<file path="src/rtl/rsg_pkg.sv">
package rsg_pkg;

    // Phase of the post-release hold machine.
    typedef enum logic [1:0] {
        ST_CAUSE    = 2'd0,  // a reset cause is present
        ST_STRETCH  = 2'd1,  // causes gone, counting ticks
        ST_RELEASED = 2'd2   // reset deasserted
    } stretch_state_e;

    // Counter width that can hold the value n.
    function automatic int unsigned cnt_width(input int unsigned n);
        return (n < 2) ? 1 : $clog2(n + 1);
    endfunction

endpackage

</file>
<file path="src/rtl/rsg_sync.sv">
module rsg_sync #(
    parameter int unsigned STAGES    = 2,
    parameter logic        RESET_VAL = 1'b1
) (
    input  logic clk,
    input  logic por_n,
    input  logic din,
    output logic dout
);
    // Chain of STAGES flops; STAGES must be at least 2.
    logic [STAGES-1:0] chain_d, chain_q;

    always_comb begin
        chain_d = {chain_q[STAGES-2:0], din};
    end

    always_ff @(posedge clk or negedge por_n) begin
        if (!por_n) chain_q <= {STAGES{RESET_VAL}};
        else        chain_q <= chain_d;
    end

    assign dout = chain_q[STAGES-1];
endmodule

</file>
<file path="src/rtl/rsg_debounce.sv">
module rsg_debounce
    import rsg_pkg::*;
#(
    parameter int unsigned TICKS     = 20,
    parameter logic        RESET_LVL = 1'b1
) (
    input  logic clk,
    input  logic por_n,
    input  logic tick,
    input  logic level_in,
    output logic level_out
);
    localparam int unsigned CW = cnt_width(TICKS);

    typedef struct packed {
        logic          lvl;
        logic [CW-1:0] cnt;
    } deb_t;

    deb_t deb_d, deb_q;

    always_comb begin
        deb_d = deb_q;
        if (level_in == deb_q.lvl) begin
            // Input agrees with the accepted level: forget any partial count.
            deb_d.cnt = '0;
        end else if (tick) begin
            if (deb_q.cnt == CW'(TICKS - 1)) begin
                deb_d.lvl = level_in;
                deb_d.cnt = '0;
            end else begin
                deb_d.cnt = deb_q.cnt + 1'b1;
            end
        end
    end

    always_ff @(posedge clk or negedge por_n) begin
        if (!por_n) begin
            deb_q.lvl <= RESET_LVL;
            deb_q.cnt <= '0;
        end else begin
            deb_q <= deb_d;
        end
    end

    assign level_out = deb_q.lvl;
endmodule

</file>
<file path="src/rtl/rsg_stretch.sv">
module rsg_stretch
    import rsg_pkg::*;
#(
    parameter int unsigned TICKS = 200
) (
    input  logic clk,
    input  logic por_n,
    input  logic tick,
    input  logic cause,
    output logic hold
);
    localparam int unsigned CW = cnt_width(TICKS);

    typedef struct packed {
        stretch_state_e st;
        logic [CW-1:0]  cnt;
    } str_t;

    str_t str_d, str_q;

    always_comb begin
        str_d = str_q;
        if (cause) begin
            str_d.st  = ST_CAUSE;
            str_d.cnt = '0;
        end else begin
            unique case (str_q.st)
                ST_CAUSE, ST_STRETCH: begin
                    str_d.st = ST_STRETCH;
                    if (tick) begin
                        if (str_q.cnt == CW'(TICKS - 1)) begin
                            str_d.st  = ST_RELEASED;
                            str_d.cnt = '0;
                        end else begin
                            str_d.cnt = str_q.cnt + 1'b1;
                        end
                    end
                end
                ST_RELEASED: begin
                    str_d.cnt = '0;
                end
                default: begin
                    str_d.st  = ST_CAUSE;
                    str_d.cnt = '0;
                end
            endcase
        end
    end

    always_ff @(posedge clk or negedge por_n) begin
        if (!por_n) begin
            str_q.st  <= ST_STRETCH;
            str_q.cnt <= '0;
        end else begin
            str_q <= str_d;
        end
    end

    assign hold = (str_q.st != ST_RELEASED);
endmodule

</file>
<file path="src/rtl/rst_pulse_gen.sv">
module rst_pulse_gen #(
    parameter int unsigned SYNC_STAGES    = 2,
    parameter int unsigned DEBOUNCE_TICKS = 20,
    parameter int unsigned STRETCH_TICKS  = 200
) (
    input  logic clk,
    input  logic por_n,
    input  logic tick,
    input  logic supply_ok,
    input  logic mr_raw_n,
    output logic rst_out_n,
    output logic rst_out
);
    logic mr_sync_n;
    logic mr_level;
    logic any_cause;
    logic hold;

    rsg_sync #(
        .STAGES    (SYNC_STAGES),
        .RESET_VAL (1'b1)
    ) u_sync (
        .clk   (clk),
        .por_n (por_n),
        .din   (mr_raw_n),
        .dout  (mr_sync_n)
    );

    rsg_debounce #(
        .TICKS     (DEBOUNCE_TICKS),
        .RESET_LVL (1'b1)
    ) u_debounce (
        .clk       (clk),
        .por_n     (por_n),
        .tick      (tick),
        .level_in  (mr_sync_n),
        .level_out (mr_level)
    );

    always_comb begin
        any_cause = !supply_ok || !mr_level;
    end

    rsg_stretch #(
        .TICKS (STRETCH_TICKS)
    ) u_stretch (
        .clk   (clk),
        .por_n (por_n),
        .tick  (tick),
        .cause (any_cause),
        .hold  (hold)
    );

    assign rst_out_n = !hold;
    assign rst_out   = hold;
endmodule

</file>
<file path="config.mk">
export PLATFORM = sky130hd
export DESIGN_NAME = rst_pulse_gen
export DESIGN_NICKNAME = d
export VERILOG_FILES = /design/src/rtl/rsg_pkg.sv /design/src/rtl/rsg_sync.sv /design/src/rtl/rsg_debounce.sv /design/src/rtl/rsg_stretch.sv /design/src/rtl/rst_pulse_gen.sv
export SDC_FILE = /design/constraint.sdc
export NUM_CORES = 1
export LEC_CHECK = 0
export CAP_MARGIN = 10
export CORE_MARGIN = 3
export CORE_UTILIZATION = 45
export CTS_BUF_LIST = sky130_fd_sc_hd__clkbuf_4
export DETAILED_ROUTE_END_ITERATION = 7
export DONT_BUFFER_PORTS = 1
export GPL_TIMING_DRIVEN = 0
export PLACE_DENSITY = 0.58
export SETUP_SLACK_MARGIN = 0.05
export SLEW_MARGIN = 40
export SYNTH_ARGS = -nofsm -noshare
export SYNTH_HDL_FRONTEND = slang
export SYNTH_SLANG_ARGS = --single-unit
</file>
<file path="constraint.sdc">
create_clock -name clk -period 1.95 [get_ports clk]
set_input_delay 0.39 -clock clk [delete_from_list [all_inputs] [get_ports clk]]
set_output_delay 0.39 -clock clk [all_outputs]
set_load 0.01 [all_outputs]
</file>
### Yosys cells after proc, flatten, opt, wreduce, memory -nomap -nowiden

Index checks and enable logic that the tools add are counted.

* reductions and logical operators: 8
* add/subtract/negate cells: 2
* muxes and demuxes: 9
* bitwise operators: 1
* eq/ne operators: 8

Operators with widths (number)
* 10-bit two-way mux: 2
* 8-bit two-way mux: 2
* 5-bit two-way mux: 3
* 8-bit by 1-bit adder with 8-bit output, second input constant: 1
* 8-bit equality test, second input constant: 1
* 5-bit by 1-bit adder with 5-bit output, second input constant: 1
* 5-bit equality test, second input constant: 1
* 2-bit inequality test, second input constant: 2
* 2-bit one-hot mux with 2 select lines: 1
* 1-bit zero test: 3
* 3-bit inequality test, second input constant: 1
* 3-bit AND reduction: 1
* 2-bit by 1-bit equality test with 1-bit output, second input constant: 1
* 2-bit equality test, second input constant: 1
* 2-bit zero test: 1
* 2-bit two-way mux: 1
* 2-bit nonzero test: 1
* 2-bit OR reduction: 1
* 1-bit equality test: 1
* 1-bit logical OR: 1
* 1-bit inverter: 1

* logic and storage cells: 33
* output and inout port bits: 2
* input bits: 5
* register bits: 18

### Depth between registers and ports, before layout

* word-level depth: 5
* depth in mapped cells: 5

### Hierarchy

Synthesis repeated with hierarchy kept, for this count alone.

* cell total of the unflattened synthesis: 85
* area total of the unflattened synthesis: 900.9 um^2

By module, submodules not included
* rsg_stretch: times used 1, sequential area each 251.5 um^2, area an instance 521.8 um^2, cells an instance 52
* rsg_debounce: times used 1, sequential area each 151.4 um^2, area an instance 319.1 um^2, cells an instance 29
* rsg_sync: times used 1, sequential area each 52.6 um^2, area an instance 52.6 um^2, cells an instance 2
* rst_pulse_gen: times used 1, sequential area each 0.0 um^2, area an instance 7.5 um^2, cells an instance 2

### Worst setup path after synthesis

No wires, ideal clock.

* path type: flip-flop to flip-flop
* start point: register u_stretch.str_q[0] (netlist name)
* end point: register u_stretch.str_q[0] (netlist name)
* data arrival time: 1310 ps
* path slack: 515 ps
* stages on the path, launching flop included: 5
* cells stage by stage: dfrtp_1 -> ha_1 -> nand4_1 -> o41a_4 -> mux2_2

* longest elaborated chain between the ends: 5
* elaborated cells between the ends (all ways): 6
* those cells by class: add/sub (1); eq/ne (1); mux (4)

Ends and longest elaborated chain
* start: declaration: line rsg_stretch.sv:19 `str_t str_d, str_q;`
* start signal: assignment: line rsg_stretch.sv:55 `str_q <= str_d;`
* 8-bit by 1-bit adder with 8-bit output / 8-bit equality test (equally long branches): line rsg_stretch.sv:35, rsg_stretch.sv:31
* 8-bit two-way mux *: line rsg_stretch.sv:31 `if (str_q.cnt == CW'(TICKS - 1)) begin`
* 10-bit two-way mux *: line rsg_stretch.sv:30 `if (tick) begin`
* 8-bit two-way mux *: line rsg_stretch.sv:27 `unique case (str_q.st)`
* 10-bit two-way mux *: line rsg_stretch.sv:23 `if (cause) begin`

Mark *: on every way between the ends. The rest lies on a longest branch, timed or not. The select of a mux whose other input is x is not followed.
A chain may end at the register's enable or synchronous reset.

### Worst setup path after layout

Same ends and word-level chain as after synthesis.

==> metrics <==
Max Clk Rate=655 MHz; number of synthesized flops with an enable pin=0; Die ar.=2580 µm²; placer congestion estimate=0.829; fin crit period=1.53 ns; largest net degree at the start of global routing=19; Fin Hold WS=0.00554 ns; RSZ-0062 raised after global routing=false; initial antenna violation count=0; area leader, netlist=dfrtp_1; # rows=15; Cell variety after synth=29; gr usage total=15.5%; Syn Nets=95; total grt overflow=0; Initial Utilization=50.1%; r2r worst-path depth=4; syn_area_per_cell=10.3 µm²; R2R Setup Slk=0.42 ns; share of layout cells above drive strength 1=16.1%; Worst Setup End Kind=flip-flop; Sink Count=18; Critical Path Start=u_stretch.str_q[0]; Post-Synth Simple-Gate Area=22.7%; setup bufs post-CTS=0; vias in the first global route=690; adder-cell share of the synthesized area=2.77%; post-synthesis sequential area ratio=50.5%; Tot Pwr=596 µW; CTS tree=yes; Ant. Diodes=0; crit path to=u_stretch.str_q[0]; Initial DRC Count=13; synthesized flop and latch total=18; finished layout cell area=965 µm²; worst-skew pair later-pin latency=0.29 ns; Synth Area in XOR/XNOR=2.91%; Max H-tree Level=1; vias per cell=5.53; synth top area cells=dfrtp_1 39%, dfstp_2 12%, mux2i_1 5.5%; Mapped Area=902 µm²; total core area=1800 µm²; Worst R2R End=u_stretch.str_q[0]; P&R area growth vs syn=6.93%; Placed Area=933 µm²; WP data required=2.14 ns; Die H=50.8 µm; skew final=0.00636 ns; status=finished clean; Vias=652; clock slew at reported path FFs=0.10 ns; DRT Pass-1 Iters=4; count of port buffers added during placement=0; max_slew headroom=66.4%; max-cap violation count=0; power density over the cells=618 nW/µm²; Syn. warnings=0; Hold Crit Class=in -> async; crit path kind=reg -> reg; IO Count=7; FFs w/ async S/R, synth=100%; first-pass GRT wire length=2970 µm; drt total wl=1580 µm; Worst Tran Pin Value=0.499 ns; Finished Layout Cells=118; P_leak=0.429 nW; DPL Wire Length=1140 µm; # DRC=0; most instantiated cells after synthesis=14 x dfrtp_1, 9 x nand2_1, 8 x a21oi_1, 8 x nor2_1, 5 x mux2i_1; Routed Antenna Nets=0; Num CTS Buffers=3; fin nets=101; placed insts=113; largest family of logic cells by synthesized area=simple AND/OR/NAND/NOR gates; peak supply drop=0.000409 V; CP startpoint kind=flip-flop; final setup violation count=0; R2R Path Start=u_stretch.str_q[0]; Final period util=78.2%; cell count after synthesis=88; Hold Vio Cnt, Final=0; Avg WL per Cell=13.4 µm; worst endpoint data arrival time=1.71 ns; Post-synth top flop=dfrtp_1; overall die width=50.8 µm; final total negative setup slack=0 ns; Compound-Gate Fraction of Synth Area=10.1%; Root Driver=clkbuf_4; mux cell area share after synthesis=8.04%; maximum fanout along the worst path=7; dominant cell by count in the synthesized netlist=dfrtp_1; share of the synthesized area in the top cell type=38.8%; Slew Limit Fails=0; Max clock buf depth=2
## critical path: stages (launching register included)
cell,delay [ns]
dfrtp_1,0.38
ha_1,0.21
nand4_1,0.14
o41a_4,0.41
mux2_2,0.27
## state kept, by name, summed over array words and instances (netlist names)
signal / cells
u_debounce.deb_q: 5
u_debounce.level_out: 1
u_sync.chain_q: 2
u_stretch.str_q: 10
## cells in the final DEF (no fill, tap or decap), drive strengths merged, types with 2 or more instances in the layout
cell type  count
a21oi          8
and3           3
buf            4
clkbuf         3
dfrtp         14
dfstp          4
ha             2
inv            3
mux2           2
mux2i          5
nand2          9
nand3          3
nand4          4
nor2           8
nor2b          2
o21ai          3
xor2           2
## routing by layer
metal / up-vias / part of all wire, % / global-route usage [%]
met5: - / 0 / 0
met4: 0 / 1.1 / 6.73
met3: 2 / 4.9 / 4.45
met2: 13 / 42 / 23.7
met1: 311 / 52 / 20.2
li1: 326 / - / -
## area by class of cell
type,instances,area (µm²)
Clock buffer,3,22.5
Buffer,3,15.0
Tap cell,25,31.3
Fill cell,176,837
Timing Repair Buffer,1,5.00
Inverter,3,11.3
Multi-Input combinational cell,64,420
Clock inverter,1,3.75
Sequential cell,18,455
## stage by stage
| step | setup slack (ns) | util [%] |
|---|---|---|
| 6_report | 0.424 | 53.5 |
| 5_1_grt | 0.321 | 53.5 |
| 4_1_cts | 0.420 | 53.8 |
| 3_3_place_gp | 0.443 | 51.8 |
| 2_1_floorplan | 0.515 | - |
| 3_5_place_dp | 0.428 | 51.8 |
## report_power, final
| part | internal (mW) | leakage (nW) | switching, mW |
|---|---|---|---|
| Clock | 0.0743 | 0.0154 | 0.113 |
| Sequential | 0.381 | 0.236 | 0.00446 |
| Combinational | 0.00752 | 0.178 | 0.0157 |
## how the worst min path moves through the flow
stage | start | endpoint | slack, ns
floorplan | por_n | u_debounce.deb_q[0] | 0.09
global placement | por_n | u_debounce.deb_q[4] | 0.09
detailed placement | por_n | u_stretch.str_q[9] | 0.09
CTS | mr_raw_n | u_sync.chain_q[0] | 0.08
global route | por_n | u_debounce.deb_q[4] | 0.02
finish | por_n | u_stretch.str_q[9] | 0.006
## what timing repair did
item,CTS,global route
hold buffers,1,0
gates resized for setup,0,0
setup endpoints to repair,0,0
hold endpoints to repair,18,0
## cell families after synthesis
group           after synthesis
xor+xnor                      3
fa+ha+maj                     2
buf+inv                       6
flops                        18
mux                           7
simple gates                 38
compound gates               14
Note: power is estimated with default switching activity, not from simulation.
